[config.mk]
export PLATFORM = sky130hd
export DESIGN_NAME = pwm_level_readback
export DESIGN_NICKNAME = d
export VERILOG_FILES = /design/src/rtl/pbr_pkg.sv /design/src/rtl/pbr_prep.sv /design/src/rtl/pbr_divider.sv /design/src/rtl/pbr_round.sv /design/src/rtl/pwm_level_readback.sv
export SDC_FILE = /design/constraint.sdc
export NUM_CORES = 1
export LEC_CHECK = 0
export ABC_AREA = 1
export BUFFER_PORTS_ARGS = -buffer_cell sky130_fd_sc_hd__buf_2
export CAP_MARGIN = 20
export CORE_MARGIN = 2
export CORE_UTILIZATION = 50
export CTS_CLUSTER_SIZE = 40
export DETAILED_ROUTE_END_ITERATION = 10
export GPL_ROUTABILITY_DRIVEN = 0
export HOLD_SLACK_MARGIN = 0.08
export PLACE_DENSITY = 0.68
export SYNTH_ARGS = -nofsm -noshare
export SYNTH_HDL_FRONTEND = slang
export SYNTH_SLANG_ARGS = --single-unit
[constraint.sdc]
create_clock -name clk -period 4.2 [get_ports clk]
set_clock_uncertainty 0.1 [all_clocks]
set_input_delay 0.42 -clock clk [delete_from_list [all_inputs] [get_ports clk]]
set_output_delay 0.42 -clock clk [all_outputs]
set_load 0.005 [all_outputs]
[src/rtl/pbr_pkg.sv]
package pbr_pkg;

   // Effective period width: a zero field selects the full width.
   function automatic int eff_width(input int field_val, input int full_w);
      return (field_val == 0) ? full_w : field_val;
   endfunction

endpackage

[src/rtl/pbr_prep.sv]
module pbr_prep
   import pbr_pkg::*;
#(
   parameter int W  = 16,
   parameter int CW = $clog2(W),
   parameter int DW = 2 * W + 1
) (
   input  logic [W-1:0]  period_i,
   input  logic [CW-1:0] bitcnt_i,
   input  logic [W-1:0]  active_i,
   input  logic          frac_en_i,
   output logic [DW-1:0] dividend_o,
   output logic [W-1:0]  divisor_o
);

   int          n_eff;
   logic [W-1:0] low_mask;
   logic [W-1:0] act_mask;
   logic [W-1:0] per_m;
   logic [W-1:0] act_m;

   always_comb begin
      n_eff    = eff_width(int'(bitcnt_i), W);
      low_mask = {W{1'b1}} >> (W - n_eff);
      per_m    = period_i & low_mask;
      act_mask = frac_en_i ? {W{1'b1}} : (low_mask << (W - n_eff));
      act_m    = active_i & act_mask;
      divisor_o  = (per_m == '0) ? {W{1'b1}} : per_m;
      dividend_o = DW'(act_m) << (n_eff + 1);
   end

endmodule

[src/rtl/pbr_divider.sv]
module pbr_divider #(
   parameter int W    = 16,
   parameter int DW   = 2 * W + 1,
   parameter int CNTW = $clog2(DW + 1)
) (
   input  logic          clk,
   input  logic          rst_n,
   input  logic          load_i,
   input  logic [DW-1:0] dividend_i,
   input  logic [W-1:0]  divisor_i,
   output logic          busy_o,
   output logic          fin_o,
   output logic [DW-1:0] quo_o
);

   localparam logic [CNTW-1:0] LAST = CNTW'(DW - 1);

   logic [DW-1:0]   quo_q;
   logic [W-1:0]    rem_q;
   logic [W-1:0]    dvs_q;
   logic [CNTW-1:0] cnt_q;
   logic            busy_q;
   logic            fin_q;

   logic [W:0]      trial;
   logic [W:0]      diff;
   logic            fits;

   always_comb begin
      trial = {rem_q, quo_q[DW-1]};
      fits  = (trial >= {1'b0, dvs_q});
      diff  = trial - {1'b0, dvs_q};
   end

   always_ff @(posedge clk or negedge rst_n) begin
      if (!rst_n) begin
         quo_q  <= '0;
         rem_q  <= '0;
         dvs_q  <= '0;
         cnt_q  <= '0;
         busy_q <= 1'b0;
         fin_q  <= 1'b0;
      end else begin
         fin_q <= 1'b0;
         if (busy_q) begin
            quo_q <= {quo_q[DW-2:0], fits};
            rem_q <= fits ? diff[W-1:0] : trial[W-1:0];
            cnt_q <= cnt_q + 1'b1;
            if (cnt_q == LAST) begin
               busy_q <= 1'b0;
               fin_q  <= 1'b1;
            end
         end else if (load_i) begin
            quo_q  <= dividend_i;
            rem_q  <= '0;
            dvs_q  <= divisor_i;
            cnt_q  <= '0;
            busy_q <= 1'b1;
         end
      end
   end

   assign busy_o = busy_q;
   assign fin_o  = fin_q;
   assign quo_o  = quo_q;


   rem_below_chk: assert property (@(posedge clk) disable iff (!rst_n)
      busy_q |-> (rem_q < dvs_q));


   hold_divisor_chk: assert property (@(posedge clk) disable iff (!rst_n)
      (busy_q && load_i) |=> $stable(dvs_q));


   step_range_chk: assert property (@(posedge clk) disable iff (!rst_n)
      busy_q |-> (cnt_q <= LAST));

endmodule

[src/rtl/pbr_round.sv]
module pbr_round #(
   parameter int W        = 16,
   parameter int DW       = 2 * W + 1,
   parameter bit SATURATE = 1'b1
) (
   input  logic [DW-1:0] quo_i,
   output logic [W-1:0]  level_o
);

   logic [DW:0]   sum;
   logic [DW-1:0] half;

   always_comb begin
      sum  = {1'b0, quo_i} + 1'b1;
      half = sum[DW:1];
   end

   generate
      if (SATURATE) begin : g_clamp
         assign level_o = (|half[DW-1:W]) ? {W{1'b1}} : half[W-1:0];
      end else begin : g_wrap
         assign level_o = half[W-1:0];
      end
   endgenerate

endmodule

[src/rtl/pwm_level_readback.sv]
module pwm_level_readback #(
   parameter int W        = 16,
   parameter bit SATURATE = 1'b1,
   parameter int CW       = $clog2(W)
) (
   input  logic          clk,
   input  logic          rst_n,
   input  logic          start_i,
   input  logic [W-1:0]  period_i,
   input  logic [CW-1:0] bitcnt_i,
   input  logic [W-1:0]  active_i,
   input  logic          frac_en_i,
   output logic          busy_o,
   output logic          done_o,
   output logic [W-1:0]  level_o
);

   localparam int DW = 2 * W + 1;

   initial begin
      width_param_chk: assert (W >= 4 && (1 << CW) == W)
         else $error("W must be a power of two of at least 4");
   end

   logic [DW-1:0] dividend;
   logic [W-1:0]  divisor;
   logic [DW-1:0] quo;
   logic [W-1:0]  rounded;
   logic          div_fin;
   logic          div_busy;
   logic [W-1:0]  level_q;
   logic          done_q;

   pbr_prep #(.W(W), .CW(CW), .DW(DW)) u_prep (
      .period_i  (period_i),
      .bitcnt_i  (bitcnt_i),
      .active_i  (active_i),
      .frac_en_i (frac_en_i),
      .dividend_o(dividend),
      .divisor_o (divisor)
   );

   pbr_divider #(.W(W), .DW(DW)) u_div (
      .clk       (clk),
      .rst_n     (rst_n),
      .load_i    (start_i),
      .dividend_i(dividend),
      .divisor_i (divisor),
      .busy_o    (div_busy),
      .fin_o     (div_fin),
      .quo_o     (quo)
   );

   pbr_round #(.W(W), .DW(DW), .SATURATE(SATURATE)) u_round (
      .quo_i  (quo),
      .level_o(rounded)
   );

   always_ff @(posedge clk or negedge rst_n) begin
      if (!rst_n) begin
         level_q <= '0;
         done_q  <= 1'b0;
      end else begin
         done_q <= div_fin;
         if (div_fin) begin
            level_q <= rounded;
         end
      end
   end

   assign busy_o  = div_busy;
   assign done_o  = done_q;
   assign level_o = level_q;


   done_pulse_chk: assert property (@(posedge clk) disable iff (!rst_n)
      done_o |=> !done_o);


   level_hold_chk: assert property (@(posedge clk) disable iff (!rst_n)
      !div_fin |=> $stable(level_o));


   done_after_busy_chk: assert property (@(posedge clk) disable iff (!rst_n)
      $fell(div_busy) |=> done_o);

endmodule

; ---- Yosys cells after proc, flatten, opt, wreduce, memory -nomap -nowiden
; Cells that the tools add are included.
[word_totals]
input_bits = 40
output_inout_bits = 18
regBits = 90
wordCells = 42
[op_classes]
n_shift = 3
n_reduce_logical = 5
muxes = 16
n_bitwise = 3
order_cmp = 1
n_addsub = 5
eq_ne = 1
[op_table]
columns = operator, count
row1 = $mux 16, 6
row2 = $mux 33, 2
row3 = $add 33x1->34 const B, 1
row4 = $shl 16x32->33, 1
row5 = $add 32x2->32 const B, 1
row6 = $and 16x16->16, 2
row7 = $shl 16x32->16, 1
row8 = $shr 16x32->16 const A, 1
row9 = $sub 6x32->32 const A, 1
row10 = $ge 17x16->1, 1
row11 = $reduce_or 17->1, 1
row12 = $logic_not 16->1, 1
row13 = $sub 16x16->16, 1
row14 = $mux 6, 2
row15 = $add 6x1->6 const B, 1
row16 = $eq 6x6->1 const B, 1
row17 = $mux 1, 5
row18 = $mux 5, 1
row19 = $logic_not 4->1, 1
row20 = $reduce_and 2->1, 1
row21 = $reduce_bool 2->1, 1
row22 = $not 1->1, 1

; ---- Logic depth before layout (Yosys ltp)
; Gate-level depths: netlist of run 1.
[logic_depth]
depth_word = 10
mapped_depth = 20
ltp_nobuf = 20

; ---- Cells and area by module
; A second synthesis of run 1 with hierarchy kept.
[hier_totals]
cells_unflattened = 1244
hier_area_um2 = 7901.3
[by_module_without_submodules]
columns = mod, area_per_inst_um2, instances, cells_per_inst, seq_area_each_um2
row1 = pbr_divider, 4383.0, 1, 585, 1826.8
row2 = pbr_prep, 1696.6, 1, 367, 0.0
row3 = pbr_round, 1152.4, 1, 223, 0.0
row4 = pwm_level_readback, 669.4, 1, 69, 425.4

; ---- Least setup slack after synthesis of run 1
; Ideal clock, no wire load.
[synth_path]
path_type = input-to-reg
start = input port bitcnt_i[0]
end = register u_div.quo_q[27] (netlist: u_div.quo_o[27])
path_slack_ns = 1.541
cell_stages = 17
n_path_buf = 0
setup_ns = 0.067
required_ns = 4.033
arrival_time_ns = 2.492
path_cell_list = inv_1 -> ha_1 -> nand2_1 -> inv_1 -> ha_1 -> nand3_1 -> inv_1 -> nand3_1 -> a21boi_1 -> nand2_1 -> nand2_1 -> nand2_1 -> a21oi_1 -> nand2_1 -> nand3_1 -> nand2_1 -> nand2_1
[synth_between]
elab_chain_cells = 10
elab_cells_between_ends = 11
cone_classes = 2 x add/sub / 3 x shift / 4 x mux / 1 x bitwise / 1 x reduce/logical
[synth_lines]
columns = item, line
row1 = start: declaration, pwm_level_readback.sv:10  ; input logic [CW-1:0] bitcnt_i,
row2 = $logic_not 4->1, pbr_pkg.sv:5  ; return (field_val == 0) ? full_w : field_val;
row3 = $mux 5 (*), pbr_pkg.sv:5
row4 = $sub 6x32->32, "pbr_prep.sv:24, pbr_prep.sv:26"
row5 = $shr 16x32->16, pbr_prep.sv:24  ; low_mask = {W{1'b1}} >> (W - n_eff);
row6 = $shl 16x32->16, pbr_prep.sv:26  ; act_mask = frac_en_i ? {W{1'b1}} : (low_mask << (W - n_eff));
row7 = $mux 16, pbr_prep.sv:26
row8 = $and 16x16->16, pbr_prep.sv:27  ; act_m = active_i & act_mask;
row9 = $shl 16x32->33 (*), pbr_prep.sv:29  ; dividend_o = DW'(act_m) << (n_eff + 1);
row10 = $mux 33 (*), pbr_divider.sv:53  ; end else if (load_i) begin
row11 = $mux 33 (*), pbr_divider.sv:45  ; if (busy_q) begin
row12 = end signal: assignment, pbr_divider.sv:46  ; quo_q <= {quo_q[DW-2:0], fits};
row13 = end signal: assignment, pbr_divider.sv:54  ; quo_q <= dividend_i;
row14 = end: declaration, pbr_divider.sv:18  ; logic [DW-1:0] quo_q;
; Mark *: on every way between the ends. The rest lies on a longest branch, timed or not. The select of a mux whose other input is x is not followed.
; A chain may end at the register's enable or synchronous reset.

; ---- Final worst setup path of run 1
[layout_path]
start = register u_div.dvs_q[2]
end = register u_div.rem_q[14]
[layout_between]
elab_chain_cells = 3
elab_cells_between_ends = 4
cone_classes = 1 x add/sub / 1 x order compare / 2 x mux
[layout_lines]
columns = item, line
row1 = start: declaration, pbr_divider.sv:20  ; logic [W-1:0] dvs_q;
row2 = start signal: assignment, pbr_divider.sv:56  ; dvs_q <= divisor_i;
row3 = $sub 16x16->16 or $ge 17x16->1 (tied branches), "pbr_divider.sv:32, pbr_divider.sv:31"
row4 = $mux 16 (*), pbr_divider.sv:47  ; rem_q <= fits ? diff[W-1:0] : trial[W-1:0];
row5 = $mux 16 (*), pbr_divider.sv:45
row6 = end signal: assignment, pbr_divider.sv:47
row7 = end: declaration, pbr_divider.sv:19  ; logic [W-1:0] rem_q;
; Mark *: on every way between the ends. The rest lies on a longest branch, timed or not.

==> results of run 1 <==
[area by class of cell]
cell class              instances  area (um^2)
flip-flops and latches         90         2252
fillers                      1386         6036
inverters                      98        367.9
multi-input cells             821         4307
repair buffers                 67        365.4
clock inverters                 6        88.84
well taps                     180        225.2
clock buffers                  10        239.0
[where the power goes]
group          leakage [nW]  internal (mW)  total [mW]  switching (mW)
Sequential             1.05           1.32        1.80           0.486
Combinational          2.62           1.20        2.90            1.70
Clock                 0.155          0.538       0.885           0.347
Total                  3.83           3.06        5.59            2.54
[kinds of logic after synthesis]
| family | share of synthesized area (%) |
|---|---|
| xor+xnor | 4.433 |
| compound gates | 12.52 |
| flops | 31.66 |
| buf+inv | 7.933 |
| fa+ha+maj | 4.327 |
| simple gates | 39.12 |
[placed cells by master (no fill, tap or decap), drive strengths merged, types with 3 or more instances in the layout]
master  instances
nand2         288
nand3         147
nor2          125
inv            98
dfrtp          90
buf            66
o21ai          47
a21oi          33
a22oi          26
xor2           25
nand4          23
a31oi          23
ha             23
nor3           22
xnor2          11
clkbuf         10
a21boi          6
or2             4
o211ai          4
o22ai           3
o221ai          3
[metrics by stage]
| step | hold WS [ps] | area, um^2 | utilization, % |
|---|---|---|---|
| floorplan | 24.41 | 7113 | - |
| global placement | 380.8 | 7507 | 54.08 |
| detailed placement | 380.6 | 7507 | 54.08 |
| CTS | 250.8 | 7845 | 56.52 |
| global route | 283.3 | 7845 | 56.52 |
| finish | 259.3 | 7845 | 56.52 |
[critical path, stage by stage (launching register included)]
cell	delay, ps
dfrtp_1	340
inv_1	50
ha_1	350
a21oi_1	190
o21ai_1	90
or2_2	310
nand3_1	80
nand2_1	90
a21boi_1	180
nand2b_2	190
nand2_1	490
o211ai_1	380
o21ai_0	120
[final timing paths]
check                               start         endpoint  cells after the start
setup / recovery           u_div.dvs_q[2]  u_div.rem_q[14]                     12
hold reg to reg                level_o[0]       level_o[0]                      2
min in group asynchronous           rst_n   u_div.rem_q[5]                      2
max in group asynchronous           rst_n       level_o[7]                      3
hold / removal                period_i[6]   u_div.dvs_q[6]                      3
setup reg to reg           u_div.dvs_q[2]  u_div.rem_q[14]                     12
[state kept, by name, summed over array words and instances, names as in the netlist]
register      cells
u_div.rem_q      16
done_o            1
u_div.dvs_q      16
u_div.fin_o       1
u_div.cnt_q       6
u_div.busy_o      1
level_o          16
u_div.quo_o      33
[layer usage]
layer  wire [um]  vias up
met1        8903     3165
met4         382        0
li1            -     3573
met5           0        -
met3        1108       28
met2        8413      227
==> summary.txt, run 1 <==
Synthesis
  – Area leader, netlist: dfrtp_1
  – Synth warnings: 0
  – Syn Nets: 1,114
  – Mapped Cells: 1,050
  – Synth cell types: 45
  – Number of flops mapped to enable cells by yosys: 0
  – Post-synthesis sequential area ratio: 31.66%
  – Share of the synthesized area in the top cell type: 31.66%
  – Syn Area/Cell: 6.774 um^2
  – Area contributors post-synth: dfrtp_1, nand2_1, nand3_1
  – Ys async rst share: 100.0%
  – Most frequent cell after synthesis: nand2_1
  – Mapped Area: 7113 um^2
  – Register bit total from synthesis: 90
  – Most used DFF post-synth: dfrtp_1
  – Top post-synthesis cells by count: nand2_1, nand3_1, nor2_1

Final layout
  – Fin nets: 1,151
  – Share of layout cells above drive strength 1: 11.72%
  – Layout Cells excl Fill: 1,272
  – P&R area growth vs syn: 10.29%
  – N_diodes: 0

Clock tree
  – Worst-Skew Late Latency: 350 ps
  – CTS max path bufs: 2
  – Num CTS Buffers: 9
  – Post-CTS resize count: 0
  – Setup bufs post-CTS: 0
  – Cts hold-fix bufs: 1
  – Clock transition at the registers of the reported paths: 60 ps
  – Clk sink count: 90
  – H-tree depth: 3
  – CTS root buffer: clkbuf_16
  – CTS tree: yes

Place
  – DP Worst Slack: 979.4 ps
  – Placed cells: 1,255
  – Dpl hpwl: 14.42 mm
  – Port bufs: 57

Floorplanning
  – Die ar.: 15,200 um^2
  – Row cnt: 43
  – Die height: 123.3 um
  – Die X: 123.3 um
  – I/O pin cnt: 58
  – Area of the core: 13,880 um^2
  – Initial Util: 51.24%

Power
  – Tot Pwr: 5.594 mW
  – Peak VDD IR: 0.3460 mV
  – Leak pwr: 3.825 nW
  – Pwr per Cell Area: 713.1 nW/um^2

Critical path
  – Crit Path Class: reg -> reg
  – R2R setup slack: 1100 ps
  – CP Launch Type: flip-flop
  – Worst Path Arrival: 3220 ps
  – Critical Path Sink Type: flip-flop
  – CP Max Fanout: 29
  – CP Data Required Time: 4320 ps

Route
  – Post-DRT Antenna Nets: 0
  – Vias per inst: 5.498
  – 1st-iter DRT viols: 549
  – DRC errors left: 0
  – Detailed Route WL: 18.81 mm
  – Drt wl/cell: 14.79 um
  – Vias: 6,993
  – DRT Pass-1 Iters: 5

GRT
  – Met1 Use GR: 37.98%
  – M3 GR Usage: 3.367%
  – Vias in the first global route: 6,598
  – Largest net degree at the start of global routing: 60
  – Initial antenna violation count: 0
  – Met2 Usage GRT: 40.97%
  – Global-route wire length before repair: 31.75 mm
  – Total GRT Usage: 26.47%
  – Grt peak-use layer: met2
  – Gr ovfl total: 0

Timing
  – Worst relative slew slack: 34.90%
  – Final count of hold timing violations: 0
  – Setup ws final: 1100 ps
  – RSZ-0062 raised after global routing: no
  – Final slew viol count: 0
  – Fin crit period: 3100 ps
  – Fin crit share: 73.81%
  – # setup viols final: 0
  – Max Freq: 322.6 MHz
  – Worst-Margin Slew: 976.6 ps
  – Total negative slack: 0 ps

Run status
  – Outcome: completed

Hold path
  – Min-delay worst type: in -> reg

Run
  – Max Cap Viol: 0
Note: power is estimated with default switching activity, not from simulation.
==> run 2, diff against run 1 <==
clock period = 3.1 ns   (was 4.2 ns; I/O delays follow)
==> summary.txt, run 2 (synthesis gave the netlist of run 1 again) <==
Critical path
  – Critical path cell sequence: ha_1, nand2_1, inv_2, nand3_4, nor2_4, nand2_4, nor2_8, nand3_1, nor2_1, xor2_1, nor2_1, nand2_1, nor2_2, nand3_4, nor2_1, nor2_1
  – CP Data Required Time: 3240 ps
  – Worst Path Arrival: 2940 ps
  – CP top delay family: simple AND/OR/NAND/NOR gates
  – CP Launch Type: flip-flop
  – CP Max Fanout: 16
  – Critical Path Sink Type: flip-flop
  – CP max stage cell: dfrtp_1
  – Crit-path max cell delay: 470 ps
  – Crit Path Class: reg -> reg
  – CP bufs+invs: 1
  – Worst path most repeated cell: nor2_1

Clock tree
  – Clk sink count: 90
  – CTS max path bufs: 2
  – H-tree depth: 3
  – Num CTS Buffers: 9
  – CTS tree: yes
  – Worst-Skew Late Latency: 360 ps
  – Clock transition at the registers of the reported paths: 70 ps
  – CTS root buffer: clkbuf_16

Timing
  – Fin crit share: 90.31%
  – Worst relative slew slack: 40.78%
  – Fin crit period: 2799 ps
  – Final count of hold timing violations: 0
  – Final slew viol count: 0
  – # setup viols final: 0
  – RSZ-0062 raised after global routing: no
  – Max Freq: 357.2 MHz
  – Total negative slack: 0 ps
  – Worst-Margin Slew: 885.1 ps

GRT
  – Initial antenna violation count: 0
  – Gr ovfl total: 0
  – Largest net degree at the start of global routing: 59
  – Vias in the first global route: 6,474
  – Total GRT Usage: 26.60%
  – Global-route wire length before repair: 31.71 mm

Route
  – Detailed Route WL: 19.00 mm
  – Vias per inst: 5.563
  – DRC errors left: 0
  – Drt wl/cell: 14.82 um
  – 1st-iter DRT viols: 528
  – DRT Pass-1 Iters: 5
  – Vias: 7,132
  – Post-DRT Antenna Nets: 0

Power
  – NetSw: 3.474 mW
  – Combinational power share: 53.2%
  – Clock Power Share: 14.7%
  – Sequential share of power: 32.1%
  – Internal Power: 4.119 mW
  – Net Sw Frac: 45.75%
  – Leak pwr: 3.866 nW
  – Peak VDD IR: 0.4187 mV
  – Pwr per Cell Area: 959.4 nW/um^2

Place
  – Dpl hpwl: 14.72 mm
  – Port bufs: 57
  – Placed cells: 1,264

Final layout
  – Commonest cells after routing, fill and taps aside: nand2_1, nand3_1, nor2_1
  – Commonest non-fill, non-tap cell in the layout: nand2_1
  – Share of layout cells above drive strength 1: 12.61%
  – Layout Cells excl Fill: 1,282
  – Largest register FFs: 33
  – N_diodes: 0
  – P&R area growth vs syn: 11.26%
  – Fin nets: 1,161

Floorplanning
  – Initial Util: 51.24%
  – Die X: 123.3 um
  – Row cnt: 43
  – I/O pin cnt: 58
  – Die height: 123.3 um
  – Area of the core: 13,880 um^2
  – Die ar.: 15,200 um^2

Run status
  – Outcome: completed

Hold path
  – Min-delay worst type: in -> reg

Run
  – Max Cap Viol: 0
## run 2: final cells by class
type                    instances  area (um^2)
inverters                      98        367.9
repair buffers                 77        452.9
flip-flops and latches         90         2252
fillers                      1442         5967
clock inverters                 7        78.83
clock buffers                   9        225.2
multi-input cells             821         4312
well taps                     180        225.2
## run 2: layer usage
layer	GRT usage (%)	wire, um	vias up
met2	40.14	8238	262
met1	39.20	8983	3238
met5	0	0	-
met4	7.955	379	0
li1	-	-	3596
met3	4.151	1401	36
## run 2: path summary, 6_finish.rpt
path | to | from | cells past startpoint | slack (ps)
max | level_o[1] | u_div.quo_o[1] | 16 | 300
min | u_div.dvs_q[6] | period_i[6] | 3 | 170
max reg2reg | level_o[1] | u_div.quo_o[1] | 16 | 300
min reg2reg | level_o[9] | level_o[9] | 2 | 400
max in group asynchronous | level_o[1] | rst_n | 3 | 1770
min in group asynchronous | u_div.dvs_q[5] | rst_n | 2 | 470
## run 2: metrics by stage
step                hold slack (ps)  instance area (um^2)  utilization, %  power [mW]  setup WS, ps
global placement              339.4                  7587           54.66       6.356         195.8
global route                  168.7                  7914           57.01       8.405         51.42
finish                        170.3                  7914           57.01       7.592         300.5
detailed placement            334.5                  7587           54.66       6.430         140.5
CTS                           160.7                  7901           56.92       7.559         168.7
floorplan                    -85.59                  7113               -       5.437         551.1
## run 2: power by group through the flow
stage          clock (mW)  sequential [mW]  combinational, mW
3_3_place_gp            0             2.41               3.95
4_1_cts              1.13             2.41               4.02
6_report             1.11             2.44               4.04
5_1_grt              1.19             2.51               4.71
2_1_floorplan           0             2.22               3.21
3_5_place_dp            0             2.42               4.01
## run 2: what timing repair did
action | CTS | global route
buffers inserted | 0 | 1
endpoints found under the hold margin | 57 | 0
hold buffers | 1 | 0
setup endpoints to repair | 0 | 1
gates resized for setup | 0 | 3
## run 2: worst min-delay path, cell delays in order
cell and delay, ps:
buf_2 100, nand2_1 90, a31oi_1 80
